==> src/rtl/rl_stream_pkg.sv <==
package rl_stream_pkg;

   localparam int unsigned RL_MAX_LATENCY = 8;
   localparam int unsigned RL_SIDE_W      = 3;

   typedef enum logic {
      FRM_IDLE = 1'b0,
      FRM_OPEN = 1'b1
   } frame_state_e;

   function automatic logic frame_violation(input frame_state_e st,
                                            input logic sop,
                                            input logic eop);
      return (sop && (st == FRM_OPEN)) || (eop && !sop && (st == FRM_IDLE));
   endfunction

   function automatic frame_state_e frame_next(input frame_state_e st,
                                               input logic sop,
                                               input logic eop);
      frame_state_e nxt;
      nxt = st;
      if (sop && !eop)
         nxt = FRM_OPEN;
      else if (eop)
         nxt = FRM_IDLE;
      return nxt;
   endfunction

endpackage

==> src/rtl/rl_ready_history.sv <==
module rl_ready_history
   import rl_stream_pkg::*;
#(
   parameter int unsigned LATENCY = 2
) (
   input  logic clk,
   input  logic rst_n,
   input  logic snk_ready,
   output logic grant_next
);

   localparam int unsigned HIST_W = LATENCY - 1;

   generate
      if (LATENCY < 2 || LATENCY > RL_MAX_LATENCY) begin : g_bad_latency
         $error("rl_ready_history: LATENCY must lie between 2 and RL_MAX_LATENCY");
      end

      if (HIST_W == 1) begin : g_single
         logic seen_q;
         always_ff @(posedge clk or negedge rst_n) begin
            if (!rst_n)
               seen_q <= 1'b0;
            else
               seen_q <= snk_ready;
         end
         assign grant_next = seen_q;
      end else begin : g_chain
         logic [HIST_W-1:0] seen_q;
         always_ff @(posedge clk or negedge rst_n) begin
            if (!rst_n)
               seen_q <= '0;
            else
               seen_q <= {seen_q[HIST_W-2:0], snk_ready};
         end
         assign grant_next = seen_q[HIST_W-1];
      end
   endgenerate

endmodule

==> src/rtl/rl_beat_buffer.sv <==
module rl_beat_buffer #(
   parameter int unsigned WIDTH = 67,
   parameter int unsigned DEPTH = 4
) (
   input  logic             clk,
   input  logic             rst_n,
   input  logic             push,
   input  logic [WIDTH-1:0] wr_beat,
   input  logic             pop,
   output logic [WIDTH-1:0] rd_beat,
   output logic             empty,
   output logic             full
);

   generate
      if (DEPTH < 1) begin : g_bad_depth
         $error("rl_beat_buffer: DEPTH must be at least 1");
      end

      if (DEPTH == 1) begin : g_single
         logic [WIDTH-1:0] slot_q;
         logic             held_q;

         always_ff @(posedge clk) begin
            if (push)
               slot_q <= wr_beat;
         end

         always_ff @(posedge clk or negedge rst_n) begin
            if (!rst_n)
               held_q <= 1'b0;
            else if (push)
               held_q <= 1'b1;
            else if (pop)
               held_q <= 1'b0;
         end

         assign rd_beat = slot_q;
         assign empty   = !held_q;
         assign full    = held_q;
      end else begin : g_ring
         localparam int unsigned AW = $clog2(DEPTH);
         localparam int unsigned CW = $clog2(DEPTH + 1);

         logic [WIDTH-1:0] mem [DEPTH];
         logic [AW-1:0]    wr_ptr_q;
         logic [AW-1:0]    rd_ptr_q;
         logic [CW-1:0]    count_q;

         function automatic logic [AW-1:0] ptr_step(input logic [AW-1:0] p);
            return (p == AW'(DEPTH - 1)) ? '0 : p + AW'(1);
         endfunction

         always_ff @(posedge clk) begin
            if (push)
               mem[wr_ptr_q] <= wr_beat;
         end

         always_ff @(posedge clk or negedge rst_n) begin
            if (!rst_n) begin
               wr_ptr_q <= '0;
               rd_ptr_q <= '0;
               count_q  <= '0;
            end else begin
               if (push)
                  wr_ptr_q <= ptr_step(wr_ptr_q);
               if (pop)
                  rd_ptr_q <= ptr_step(rd_ptr_q);
               case ({push, pop})
                  2'b10:   count_q <= count_q + CW'(1);
                  2'b01:   count_q <= count_q - CW'(1);
                  default: count_q <= count_q;
               endcase
            end
         end

         assign rd_beat = mem[rd_ptr_q];
         assign empty   = (count_q == '0);
         assign full    = (count_q == CW'(DEPTH));
      end
   endgenerate

endmodule

==> src/rtl/rl_frame_monitor.sv <==
module rl_frame_monitor
   import rl_stream_pkg::*;
(
   input  logic clk,
   input  logic rst_n,
   input  logic accept,
   input  logic sop,
   input  logic eop,
   output logic frame_err
);

   frame_state_e state_q;
   logic         err_q;

   always_ff @(posedge clk or negedge rst_n) begin
      if (!rst_n) begin
         state_q <= FRM_IDLE;
         err_q   <= 1'b0;
      end else if (accept) begin
         state_q <= frame_next(state_q, sop, eop);
         if (frame_violation(state_q, sop, eop))
            err_q <= 1'b1;
      end
   end

   assign frame_err = err_q;

endmodule

==> src/rtl/rl_stream_source.sv <==
module rl_stream_source
   import rl_stream_pkg::*;
#(
   parameter int unsigned DATA_W        = 64,
   parameter int unsigned READY_LATENCY = 2,
   parameter int unsigned BUF_DEPTH     = 4
) (
   input  logic              clk,
   input  logic              rst_n,
   input  logic              app_valid,
   output logic              app_ready,
   input  logic [DATA_W-1:0] app_data,
   input  logic              app_sop,
   input  logic              app_eop,
   input  logic              app_err,
   input  logic              snk_ready,
   output logic              src_valid,
   output logic [DATA_W-1:0] src_data,
   output logic              src_sop,
   output logic              src_eop,
   output logic              src_err,
   output logic              frame_err
);

   localparam int unsigned BEAT_W = DATA_W + RL_SIDE_W;

   generate
      if (DATA_W < 1) begin : g_bad_width
         $error("rl_stream_source: DATA_W must be positive");
      end
   endgenerate

   logic              grant_next;
   logic              buf_empty;
   logic              buf_full;
   logic              take_in;
   logic              send_out;
   logic [BEAT_W-1:0] in_beat;
   logic [BEAT_W-1:0] head_beat;
   logic [BEAT_W-1:0] out_beat_q;
   logic              out_valid_q;

   assign in_beat   = {app_err, app_eop, app_sop, app_data};
   assign app_ready = !buf_full;
   assign take_in   = app_valid && !buf_full;
   assign send_out  = grant_next && !buf_empty;

   rl_ready_history #(
      .LATENCY (READY_LATENCY)
   ) u_hist (
      .clk        (clk),
      .rst_n      (rst_n),
      .snk_ready  (snk_ready),
      .grant_next (grant_next)
   );

   rl_beat_buffer #(
      .WIDTH (BEAT_W),
      .DEPTH (BUF_DEPTH)
   ) u_buf (
      .clk     (clk),
      .rst_n   (rst_n),
      .push    (take_in),
      .wr_beat (in_beat),
      .pop     (send_out),
      .rd_beat (head_beat),
      .empty   (buf_empty),
      .full    (buf_full)
   );

   rl_frame_monitor u_frame (
      .clk       (clk),
      .rst_n     (rst_n),
      .accept    (take_in),
      .sop       (app_sop),
      .eop       (app_eop),
      .frame_err (frame_err)
   );

   always_ff @(posedge clk or negedge rst_n) begin
      if (!rst_n) begin
         out_valid_q <= 1'b0;
         out_beat_q  <= '0;
      end else begin
         out_valid_q <= send_out;
         if (send_out)
            out_beat_q <= head_beat;
      end
   end

   assign src_valid = out_valid_q;
   assign src_data  = out_beat_q[DATA_W-1:0];
   assign src_sop   = out_beat_q[DATA_W];
   assign src_eop   = out_beat_q[DATA_W+1];
   assign src_err   = out_beat_q[DATA_W+2];

endmodule

==> config.mk <==
export PLATFORM = sky130hd
export DESIGN_NAME = rl_stream_source
export DESIGN_NICKNAME = d
export VERILOG_FILES = /design/src/rtl/rl_stream_pkg.sv /design/src/rtl/rl_ready_history.sv /design/src/rtl/rl_beat_buffer.sv /design/src/rtl/rl_frame_monitor.sv /design/src/rtl/rl_stream_source.sv
export SDC_FILE = /design/constraint.sdc
export NUM_CORES = 1
export LEC_CHECK = 0
export ABC_CLOCK_PERIOD_IN_PS = 6200
export BUFFER_PORTS_ARGS = -buffer_cell sky130_fd_sc_hd__buf_2
export CAP_MARGIN = 30
export CORE_MARGIN = 2
export CORE_UTILIZATION = 62
export CTS_BUF_LIST = sky130_fd_sc_hd__clkbuf_16
export CTS_CLUSTER_DIAMETER = 120
export DETAILED_ROUTE_END_ITERATION = 12
export HOLD_SLACK_MARGIN = 0.15
export PLACE_DENSITY = 0.84
export SYNTH_ARGS = -nofsm -noshare
export SYNTH_HDL_FRONTEND = slang
export SYNTH_SLANG_ARGS = --single-unit
==> constraint.sdc <==
create_clock -name clk -period 6.2 [get_ports clk]
set_input_delay 1.24 -clock clk [delete_from_list [all_inputs] [get_ports clk]]
set_output_delay 1.24 -clock clk [all_outputs]
set_load 0.005 [all_outputs]
======== Yosys cells after proc, flatten, opt, wreduce, memory -nomap -nowiden ========
Memories as Yosys holds them, arrays and structs flattened. A register that Yosys moved wholly into a read port is not among the register bits.
Cells that the tools add are included.
word-level totals
  bits in registers ....................... 11
  bits in writable memories ............... 268
  input bits .............................. 71
  output and inout bits ................... 70
  memories kept ........................... 1
cells by class
  add/sub/neg operators ................... 4
  equality and inequality tests ........... 5
  muxes and demuxes ....................... 7
  bitwise gates (word level) .............. 1
  reductions and logical operators ........ 17
memory list
  name              depth  width  read ports  clocked after Yosys merged registers in  wr ports  line                  RTL
  u_buf.g_ring.mem  4      67     1           1                                        1         rl_beat_buffer.sv:45  logic [WIDTH-1:0] mem [DEPTH];
operators by type and width
  operator               count
  $eq A2 B2 Y1 const B   3
  $logic_and A1 B1 Y1    6
  $pmux W3 S2            1
  $logic_not A1 Y1       5
  $add A2 B1 Y2 const B  2
  $mux W1                4
  $mux W2                2
  $reduce_and A2 Y1      2
  $reduce_bool A2 Y1     2
  $add A3 B1 Y3 const B  1
  $eq A3 B3 Y1 const B   1
  $logic_not A3 Y1       1
  $sub A3 B1 Y3 const B  1
  $eq A2 B1 Y1 const B   1
  $logic_or A1 B1 Y1     1
  $not A1 Y1             1

======== Depth between registers and ports, before layout ========
Gate-level depths: netlist (run 1).
  depth in word-level cells ............... 5
  depth in mapped cells ................... 10
  mapped depth without buffers ............ 9

======== Hierarchy ========
From an unflattened synthesis (run 1), not the netlist that was laid out.
unflattened totals
  cell total of the unflattened synthesis .. 542
  area, all modules ....................... 12828.6 µm²
modules (own cells, without submodules)
  module            instances  cells each  area an instance (µm²)
  rl_beat_buffer    1          389         10097.2
  rl_stream_source  1          146         2623.8
  rl_frame_monitor  1          6           82.6
  rl_ready_history  1          1           25.0

======== Least setup slack after synthesis (run 1) ========
Ideal clock, no wire load.
  path type ............................... input port to flip-flop
  from .................................... input app_valid
  to ...................................... memory u_buf.g_ring.mem[3][0], enable pin
  setup time .............................. 0.433 ns
  arrival time ............................ 2.862 ns
  data required time ...................... 5.767 ns
  setup slack ............................. 2.905 ns
  stages on the path ...................... 1
  path buffers ............................ 0
  cell sequence ........................... and3_1
on the way
  word-level cells in the longest chain between the ends .. 3
ends and longest elaborated chain
  what                           line                    RTL
  from (decl)                    rl_stream_source.sv:10  input logic app_valid,
  $logic_and A1 B1 Y1            rl_stream_source.sv:45  assign take_in = app_valid && !buf_full;
  $mux W1                        rl_beat_buffer.sv:55    if (push)
  $mux W1 (implied by the code)  rl_beat_buffer.sv:56    mem[wr_ptr_q] <= wr_beat;
  to (decl)                      rl_beat_buffer.sv:45
No other way between the ends.

======== Worst setup path in the final report (run 1) ========
  from .................................... register u_buf.g_ring.count_q[0]
  to ...................................... output app_ready
on the way
  word-level cells in the longest chain between the ends .. 2
ends and longest elaborated chain
  what                    line                    RTL
  from (decl)             rl_beat_buffer.sv:48    logic [CW-1:0] count_q;
  from (signal assigned)  rl_beat_buffer.sv:70    2'b10: count_q <= count_q + CW'(1);
  from (signal assigned)  rl_beat_buffer.sv:71    2'b01: count_q <= count_q - CW'(1);
  from (signal assigned)  rl_beat_buffer.sv:72    default: count_q <= count_q;
  $eq A3 B3 Y1            rl_beat_buffer.sv:79    assign full = (count_q == CW'(DEPTH));
  $logic_not A1 Y1        rl_stream_source.sv:44  assign app_ready = !buf_full;
  to (decl)               rl_stream_source.sv:11  output logic app_ready,
No other way between the ends.

==> flow_metrics.tcl, run 1 <==
set metrics [dict create \
    outcome "finished, final reports clean" \
    numClockSinks 346 \
    ys_warn_count 0 \
    syn-num-nets 619 \
    grt_pass1_wl_um 36300 \
    grt_usage 0.223 \
    pre_cts_ws_ps 3330 \
    via_per_inst 5.84 \
    synthArstFlopShare 0.225 \
    ys_seq_area_frac 0.787 \
    fill_cells 1156 \
    routedWlPerCell_um 23.2 \
    cp_cell_sequence "or3b_1, buf_2" \
    root_buffer "clkbuf_16" \
    fmax_mhz 347 \
    syn_avg_cell_area_um2 23.5 \
    skew_ps 11.3 \
    crit_family "simple AND/OR/NAND/NOR gates" \
    cp-start-kind "register" \
    grt_pass1_vias 6488 \
    antenna_found_initial 1 \
    synth_commonest_cells "edfxtp_1, dfrtp_1, mux2_2, mux4_2, buf_2" \
    instances_no_fill 997 \
    power_leakage_nw 5.41 \
    diodes 0 \
    grt_overflow 0 \
    path_buf_inv 1 \
    htreeDepth 2 \
    io_buffers 140 \
    layout_min_cycle_time_ps 2880 \
    cp_data_required_time_ps 4960 \
    initial_utilization 0.630 \
    max_stage_delay_ps 530 \
    fp.dieW_um 147 \
    grt_max_degree 71 \
    drtIter0Drc 364 \
    cts.hold.buffers_added 0 \
    fin_nets 780 \
    synth_edf_count 268 \
    yosysMostFrequentCell "edfxtp_1" \
    dp_hpwl_um 13400 \
    r2r_end "u_buf.g_ring.count_q[2]$_DFFE_PN0P_" \
    endpoint "app_ready" \
    numCtsBuffers 35 \
    path_clk_slew_ps 60 \
    drive_gt1_frac 0.459 \
    relSlewSlack 0.332 \
    cts_buffer_depth 3 \
    synth-seq-cells 346 \
    dp_cells 934 \
    fin_setup_tns_ps 0 \
    power_density_mw_per_mm2 485 \
    post_cts_resized 0 \
    rsz0062_at_grt "false" \
    clk_latency_ps 500 \
    min_period_over_period 0.465 \
    crit_start "u_buf.g_ring.count_q[0]$_DFFE_PN0P_" \
    setup_slack_ps 3320 \
    first_pass_iters 7 \
    timing.rr.start "u_buf.g_ring.count_q[0]$_DFFE_PN0P_" \
    ir_drop_v 0.000357 \
    slew_violations 0 \
    die_h_um 147 \
    power.total_mw 7.21 \
    maxCapViolations 0 \
    path_max_fanout 7 \
    synth_ff_type "edfxtp_1" \
    drcViolationCount 0 \
    boundaryPins 141 \
    crit_cells 2 \
    drt-total-wl_um 23200 \
    die_area_mm2 0.0216 \
    crit_type "register to output port" \
    r2r_cells 9 \
    post_cts_buffers 0 \
    endpoint_kind "output port" \
    syn2layout_area_growth_pct 17.2 \
    yosys.area.top_type "edfxtp_1" \
    synth_area_mm2 0.0127 \
    gp_congestion 0.746 \
    synth_top_area_share 0.634 \
    synth_cell_type_count 26 \
    tightestPinTransition_ps 1000 \
    ant_nets 0 \
    ff2ff_setup_slack_ps 3610 \
    critPathSlowestCell "or3b_1" \
    coreArea_mm2 0.0202 \
    hold_class "register to register" \
    rows 52 \
    ys_top_cells_by_area "edfxtp_1, dfrtp_1, mux4_2" \
    synthCells 541 \
    vias 5827 \
    worstPathArrival_ps 1640 \
    cts_tree "done" \
    finalHoldViolations 0 \
    finalSetupViolCount 0 \
    utilization 0.738 \
]
-- worst reg2reg max path: cells and delay by family, from the launching register on --
family	cells	cell delay [ps]
simple gates	3	950
xor+xnor	2	350
flops	1	430
fa+ha+maj	2	610
buf+inv	2	170
-- cell families after synthesis --
logic type / share of synthesized area
mux: 0.182
flops: 0.787
xor+xnor: 0.00207
simple gates: 0.00473
buf+inv: 0.0131
fa+ha+maj: 0.00749
compound gates: 0.00345
-- registers in the layout (all words and copies together), names as in the netlist --
register / cells
out_beat_q: 67
src_valid: 1
u_buf.g_ring.count_q: 3
u_buf.g_ring.mem: 268
u_buf.g_ring.rd_ptr_q: 2
u_buf.g_ring.wr_ptr_q: 2
u_frame.frame_err: 1
u_frame.state_q: 1
u_hist.grant_next: 1
-- per-layer routing --
metal	global-route usage	wire [um]	vias to the layer above
met5	0	13	-
met4	0.0654	424	2
met3	0.0432	1040	34
met2	0.389	12500	171
met1	0.292	9190	3092
li1	-	-	2528
-- power breakdown --
part	total [mW]	switching (mW)	leakage [nW]	internal (mW)
Sequential	3.56	0.406	3.36	3.16
Combinational	1.69	0.719	1.47	0.975
Clock	1.96	0.799	0.575	1.16
-- placed cells by master, fill, tap and decap left out, types with 2 or more instances in the layout --
cell type and instances:
ha_1 6, edfxtp_1 268, xor2_1 2, and3_4 4
clkinv_1 8, bufinv_16 2, mux2_2 70, buf_2 139
clkinv_2 2, inv_1 19, clkbuf_16 37, mux4_2 67
nor2_1 2, dfrtp_1 76, buf_4 4, dfrtp_4 2
buf_16 5, a21oi_1 2
-- worst min-delay path by stage --
stage                     slack (ps)                       endpoint                     startpoint  depth (start not counted)
after floorplan                  470  u_frame.frame_err$_DFFE_PN0P_  u_frame.frame_err$_DFFE_PN0P_                          1
after global placement           470  u_frame.frame_err$_DFFE_PN0P_  u_frame.frame_err$_DFFE_PN0P_                          1
after detailed placement         490     out_beat_q[60]$_DFFE_PN0P_     out_beat_q[60]$_DFFE_PN0P_                          1
after CTS                        500     out_beat_q[60]$_DFFE_PN0P_     out_beat_q[60]$_DFFE_PN0P_                          1
after global routing             520     out_beat_q[38]$_DFFE_PN0P_     out_beat_q[38]$_DFFE_PN0P_                          1
final                            500     out_beat_q[60]$_DFFE_PN0P_     out_beat_q[60]$_DFFE_PN0P_                          1
-- final cells by class --
type | count | area [um^2] | area share
Clock buffer | 37 | 926 | 0.0622
Clock inverter | 25 | 156 | 0.0105
Inverter | 7 | 26.3 | 0.00177
Multi-Input combinational cell | 164 | 2560 | 0.172
Sequential cell | 346 | 10000 | 0.673
Tap cell | 270 | 338 | 0.0227
Timing Repair Buffer | 148 | 863 | 0.0580
-- through the flow --
| step | hold WS (ps) | instance area, um^2 |
|---|---|---|
| after floorplan | 468 | 12700 |
| after global placement | 468 | 13700 |
| after detailed placement | 487 | 13800 |
| after CTS | 501 | 14900 |
| after global routing | 522 | 14900 |
| final | 497 | 14900 |
Power figures use the tool's default switching activity.
==> run 2, diff against run 1 <==
--- a/config.mk
+++ b/config.mk
@@ -5,16 +5,16 @@
 export SDC_FILE = /design/constraint.sdc
 export NUM_CORES = 1
 export LEC_CHECK = 0
-export ABC_CLOCK_PERIOD_IN_PS = 6200
+export ABC_CLOCK_PERIOD_IN_PS = 2340
 export BUFFER_PORTS_ARGS = -buffer_cell sky130_fd_sc_hd__buf_2
 export CAP_MARGIN = 30
 export CORE_MARGIN = 2
-export CORE_UTILIZATION = 62
+export CORE_UTILIZATION = 52
 export CTS_BUF_LIST = sky130_fd_sc_hd__clkbuf_16
 export CTS_CLUSTER_DIAMETER = 120
 export DETAILED_ROUTE_END_ITERATION = 12
 export HOLD_SLACK_MARGIN = 0.15
-export PLACE_DENSITY = 0.84
+export PLACE_DENSITY = 0.75
 export SYNTH_ARGS = -nofsm -noshare
 export SYNTH_HDL_FRONTEND = slang
 export SYNTH_SLANG_ARGS = --single-unit
==> constraint.sdc (replaced) <==
create_clock -name clk -period 2.34 [get_ports clk]
set_input_delay 0.468 -clock clk [delete_from_list [all_inputs] [get_ports clk]]
set_output_delay 0.468 -clock clk [all_outputs]
set_load 0.005 [all_outputs]
==> run 2 against run 1 <==
Count of clock-buffer cells in the layout is the same; clock power rose to 2.6 times the previous value; critical endpoint is now u_buf.g_ring.count_q[2]$_DFFE_PN0P_; non-clock buffer count increased by 15; largest power group unchanged; sequential share of layout area shrank 1.1 points; cell count up 7.3%.
==> flow_metrics.tcl, run 2 (synthesized netlist as in run 1, its figures left out) <==
set metrics [dict create \
    fill_cells 1663 \
    numCtsBuffers 36 \
    power_density_mw_per_mm2 1270 \
    io_buffers 140 \
    pwr-share-clk 0.267 \
    grt_pass1_vias 6385 \
    combinationalPowerShare 0.257 \
    fmax_mhz 442 \
    drive_gt1_frac 0.468 \
    vias 5803 \
    skew_ps 23.6 \
    p_switching_mw 5.09 \
    layout_min_cycle_time_ps 2260 \
    htreeDepth 2 \
    dp_hpwl_um 13600 \
    first_pass_iters 4 \
    cp-start-kind "register" \
    gp_congestion 0.723 \
    path_clk_slew_ps 60 \
    crit_start "u_buf.g_ring.count_q[0]$_DFFE_PN0P_" \
    final_common_cell "edfxtp_1" \
    top_register "u_buf.g_ring.mem" \
    power.internal_mw 14.1 \
    power_leakage_nw 5.51 \
    slew_violations 0 \
    ir_drop_v 0.000759 \
    cts_buffer_depth 3 \
    antenna_found_initial 2 \
    initial_utilization 0.525 \
    finalSetupViolCount 0 \
    grt_usage 0.185 \
    cts_tree "done" \
    crit_type "register to register" \
    outcome "finished, final reports clean" \
    drcViolationCount 0 \
    die_h_um 160 \
    hold_class "input port to register" \
    syn2layout_area_growth_pct 19.1 \
    ant_nets 0 \
    multi_input_area_mm2 0.00257 \
    finalHoldViolations 0 \
    root_buffer "clkbuf_16" \
    fp.dieW_um 160 \
    timing.hold.ws_ps 173 \
    largest_register_ffs 268 \
    tightestPinTransition_ps 475 \
    via_per_inst 5.42 \
    min_from "app_data[10]" \
    rows 57 \
    relSlewSlack 0.683 \
    regArea_mm2 0.0100 \
    coreArea_mm2 0.0242 \
    routedWlPerCell_um 21.3 \
    path_max_fanout 2 \
    p_sw_frac 0.266 \
    timing.rr.start "u_buf.g_ring.count_q[0]$_DFFE_PN0P_" \
    grt_pass1_wl_um 35900 \
    endpoint_kind "register" \
    worstPathArrival_ps 2680 \
    drtIter0Drc 353 \
    min_period_over_period 0.967 \
    die_area_mm2 0.0257 \
    p_seq_frac 0.476 \
    boundaryPins 141 \
    clk_latency_ps 510 \
    final_cell_mix "edfxtp_1, buf_2, dfrtp_1, mux2_2, mux4_2" \
    drt-total-wl_um 22800 \
    fin_nets 796 \
    top_regs "u_buf.g_ring.mem: 268 flops, out_beat_q: 67 flops, u_buf.g_ring.count_q: 3 flops" \
    cp_data_required_time_ps 2750 \
    grt_overflow 0 \
    grt_max_degree 71 \
    numClockSinks 346 \
    fin_setup_tns_ps 0 \
    maxCapViolations 0 \
]
-- run 2: metal layers --
metal  share of wire  track usage
met5         0.00031            0
met4           0.026       0.0618
met3           0.055       0.0426
met2            0.52        0.321
met1            0.40        0.234
-- run 2: timing repair --
item / in CTS / in global routing
setup buffers: 0 / 2
hold buffers: 5 / 0
endpoints found under the hold margin: 39 / 0
resized for setup: 0 / 2
setup endpoints to repair: 0 / 1
-- run 2: power by group through the flow --
stage | registers [mW] | clock network (mW) | logic (mW)
finish | 9.13 | 5.13 | 4.93
global route | 9.31 | 5.49 | 5.37
CTS | 9.15 | 5.25 | 5.05
detailed placement | 9.26 | 0 | 5.01
global placement | 9.15 | 0 | 4.73
floorplan | 8.98 | 0 | 3.29
-- run 2: path summary, 6_finish.rpt --
path	end	slack (ps)	depth (start not counted)
setup / recovery	u_buf.g_ring.count_q[2]$_DFFE_PN0P_	80	9
hold / removal	u_buf.g_ring.mem[1][10]$_DFFE_PP_	170	1
setup reg to reg	u_buf.g_ring.count_q[2]$_DFFE_PN0P_	80	9
hold reg to reg	out_beat_q[40]$_DFFE_PN0P_	500	1
max in group asynchronous	out_beat_q[46]$_DFFE_PN0P_	1300	3
min in group asynchronous	out_beat_q[56]$_DFFE_PN0P_	440	2
-- run 2: final cells by class --
type	instances	area share
flip-flops and latches	346	0.662
well taps	324	0.0268
multi-input cells	164	0.170
diodes	1	0.000165
repair buffers	163	0.0690
clock buffers	37	0.0612
clock inverters	28	0.00993
inverters	7	0.00174
-- run 2: metrics by stage --
step                 util  total power, mW  cell area, um^2  instances  worst slack [ps]
floorplan               -             12.3            12700        541              47.1
global placement    0.574             13.9            13900        993               154
detailed placement  0.578             14.3            14000        997               104
CTS                 0.625             19.5            15100       1067              85.6
global route        0.626             20.2            15100       1069             -6.64
finish              0.626             19.2            15100       1070              77.2
-- run 2: critical path: stages, from the launching register on --
cell and delay (ps):
dfrtp_1 400, or3b_4 410, and2_1 180, inv_1 80
ha_2 180, inv_1 60, fa_1 430, xor2_1 150
nor2_1 130, xor2_1 150
==> run 3, diff against run 2 <==
--- a/config.mk
+++ b/config.mk
@@ -17,4 +17,5 @@
 export PLACE_DENSITY = 0.75
 export SYNTH_ARGS = -nofsm -noshare
 export SYNTH_HDL_FRONTEND = slang
+export SYNTH_HIERARCHICAL = 1
 export SYNTH_SLANG_ARGS = --single-unit
==> run 3 against run 2 <==
Sequential power down 0.4%; global-route usage up 0.44 points; wire length up 5.2%; cell count about the same; worst setup slack better by 180 ps; via count down 0.21%; first-iteration DRC count up 8.2%; largest power group unchanged.
==> flow_metrics.tcl, run 3 <==
set metrics [dict create \
    antenna_found_initial 1 \
    dp_hpwl_um 15000 \
    initial_utilization 0.529 \
    first_pass_iters 4 \
    fin_nets 796 \
    synth-seq-cells 346 \
    root_buffer "clkbuf_16" \
    drtIter0Drc 382 \
    via_per_inst 5.42 \
    worstPathArrival_ps 2460 \
    crit_top_cell "inv_1" \
    top_regs "u_buf/g_ring.mem: 268 flops, out_beat_q: 67 flops, u_buf/g_ring.count_q: 3 flops" \
    boundaryPins 141 \
    synthArstFlopShare 0.225 \
    htreeDepth 2 \
    cp_data_required_time_ps 2720 \
    hold_class "input port to register" \
    path_clk_slew_ps 60 \
    coreArea_mm2 0.0242 \
    ir_drop_v 0.000850 \
    vias 5791 \
    synth_ff_type "edfxtp_1" \
    critPathSlowestCell "dfrtp_1" \
    grt_overflow 0 \
    ff2ff_setup_slack_ps 260 \
    ant_nets 0 \
    skew_ps 10.9 \
    maxCapViolations 0 \
    clk_latency_ps 500 \
    syn-num-nets 620 \
    post_cts_buffers 0 \
    instances_no_fill 1069 \
    tightestPinTransition_ps 464 \
    synth_commonest_cells "edfxtp_1, dfrtp_1, mux4_2, mux2_2, mux2_4" \
    ys_seq_area_frac 0.779 \
    rsz0062_at_grt "false" \
    finalHoldViolations 0 \
    outcome "finished, final reports clean" \
    die_area_mm2 0.0259 \
    cts_buffer_depth 3 \
    ys_top_cells_by_area "edfxtp_1, dfrtp_1, mux4_2" \
    power.total_mw 19.8 \
    grt_max_degree 50 \
    power_leakage_nw 5.62 \
    gp_congestion 0.727 \
    slew_violations 0 \
    path_max_fanout 9 \
    dp_cells 1003 \
    syn2layout_area_growth_pct 19.4 \
    grt_pass1_wl_um 37200 \
    syn_avg_cell_area_um2 23.7 \
    r2r_cells 10 \
    drive_gt1_frac 0.478 \
    largest_register_ffs 268 \
    final_common_cell "edfxtp_1" \
    crit_start "u_buf/g_ring.count_q[0]$_DFFE_PN0P_" \
    synth_area_mm2 0.0128 \
    die_h_um 161 \
    max_stage_delay_ps 380 \
    fp.dieW_um 161 \
    fmax_mhz 480 \
    grt_usage 0.190 \
    synth_top_area_share 0.627 \
    cp_cell_sequence "inv_1, and3_1, nor2b_2, inv_1, ha_1, inv_1, fa_1, xor2_1, nor2_1, xor2_1" \
    yosys.area.top_type "edfxtp_1" \
    routedWlPerCell_um 22.4 \
    layout_min_cycle_time_ps 2080 \
    numClockSinks 346 \
    relSlewSlack 0.691 \
    ys_warn_count 6 \
    fill_cells 1672 \
    rows 57 \
    final_cell_mix "edfxtp_1, buf_2, dfrtp_1, mux4_2, mux2_2" \
    top_register "u_buf/g_ring.mem" \
    cts_tree "done" \
    numCtsBuffers 35 \
    endpoint "u_buf/g_ring.count_q[2]$_DFFE_PN0P_" \
    cp-start-kind "register" \
    power_density_mw_per_mm2 1290 \
    io_buffers 140 \
    grt_pass1_vias 6531 \
    timing.rr.start "u_buf/g_ring.count_q[0]$_DFFE_PN0P_" \
    min_period_over_period 0.889 \
    finalSetupViolCount 0 \
    synth_cell_type_count 29 \
    yosysMostFrequentCell "edfxtp_1" \
    endpoint_kind "register" \
    drt-total-wl_um 24000 \
    synthCells 542 \
    r2r_end "u_buf/g_ring.count_q[2]$_DFFE_PN0P_" \
    synth_edf_count 268 \
    drcViolationCount 0 \
    crit_type "register to register" \
]
-- run 3: worst min path at each step --
stage | start | to | cells after the start
final | app_data[4] | u_buf/g_ring.mem[3][4]$_DFFE_PP_ | 1
after floorplan | rst_n | out_beat_q[0]$_DFFE_PN0P_ | 0
after detailed placement | rst_n | out_beat_q[34]$_DFFE_PN0P_ | 1
after CTS | app_data[4] | u_buf/g_ring.mem[0][4]$_DFFE_PP_ | 1
after global placement | rst_n | out_beat_q[33]$_DFFE_PN0P_ | 1
after global routing | app_data[12] | u_buf/g_ring.mem[2][12]$_DFFE_PP_ | 1
-- run 3: per-layer routing --
layer | vias to the layer above | global-route usage | part of all wire | routed length (um)
li1 | 2557 | - | - | -
met1 | 3067 | 0.243 | 0.40 | 9650
met2 | 140 | 0.335 | 0.54 | 12900
met3 | 27 | 0.0395 | 0.044 | 1050
met4 | 0 | 0.0495 | 0.017 | 397
met5 | - | 0 | 0 | 0
-- run 3: kinds of logic after synthesis --
group	synth area share
XOR/XNOR	0.00205
AND/OR/NAND/NOR	0.00673
flip-flops	0.779
multiplexers	0.185
adder cells (fa/ha/maj)	0.00741
AO/OA/AOI/OAI	0.00234
buffers and inverters	0.0175
-- run 3: layout make-up --
cell class,count,area [um^2],area share
flip-flops and latches,346,10000,0.653
multi-input cells,165,2620,0.171
repair buffers,163,1120,0.0730
clock buffers,37,926,0.0604
well taps,324,405,0.0265
clock inverters,26,220,0.0144
inverters,7,26.3,0.00171
diodes,1,2.50,0.000163
-- run 3: timing repair --
item	CTS	global route
hold buffers	2	0
setup endpoints to repair	0	2
gates resized for setup	0	1
endpoints found under the hold margin	30	0
-- run 3: per-stage QoR --
step	area [um^2]	utilization	setup WS, ps	setup TNS (ps)	hold slack, ps
after floorplan	12800	-	-14.8	-2820	172
after global placement	14200	0.584	260	0	449
after detailed placement	14200	0.584	138	0	450
after CTS	15300	0.632	92.0	0	162
after global routing	15300	0.632	109	0	163
final	15300	0.632	259	0	184
-- run 3: worst max-delay path, delay by kind of cell (launching register included) --
| family | cells | cell delay [ps] |
|---|---|---|
| fa+ha+maj | 2 | 430 |
| xor+xnor | 2 | 290 |
| flops | 1 | 380 |
| buf+inv | 3 | 300 |
| simple gates | 3 | 570 |
-- run 3: power by group --
part	internal, mW	leakage [nW]	switching, mW	total [mW]
clock network	3.30	0.600	2.15	5.45
registers	8.33	3.36	0.761	9.09
logic	2.97	1.66	2.28	5.24
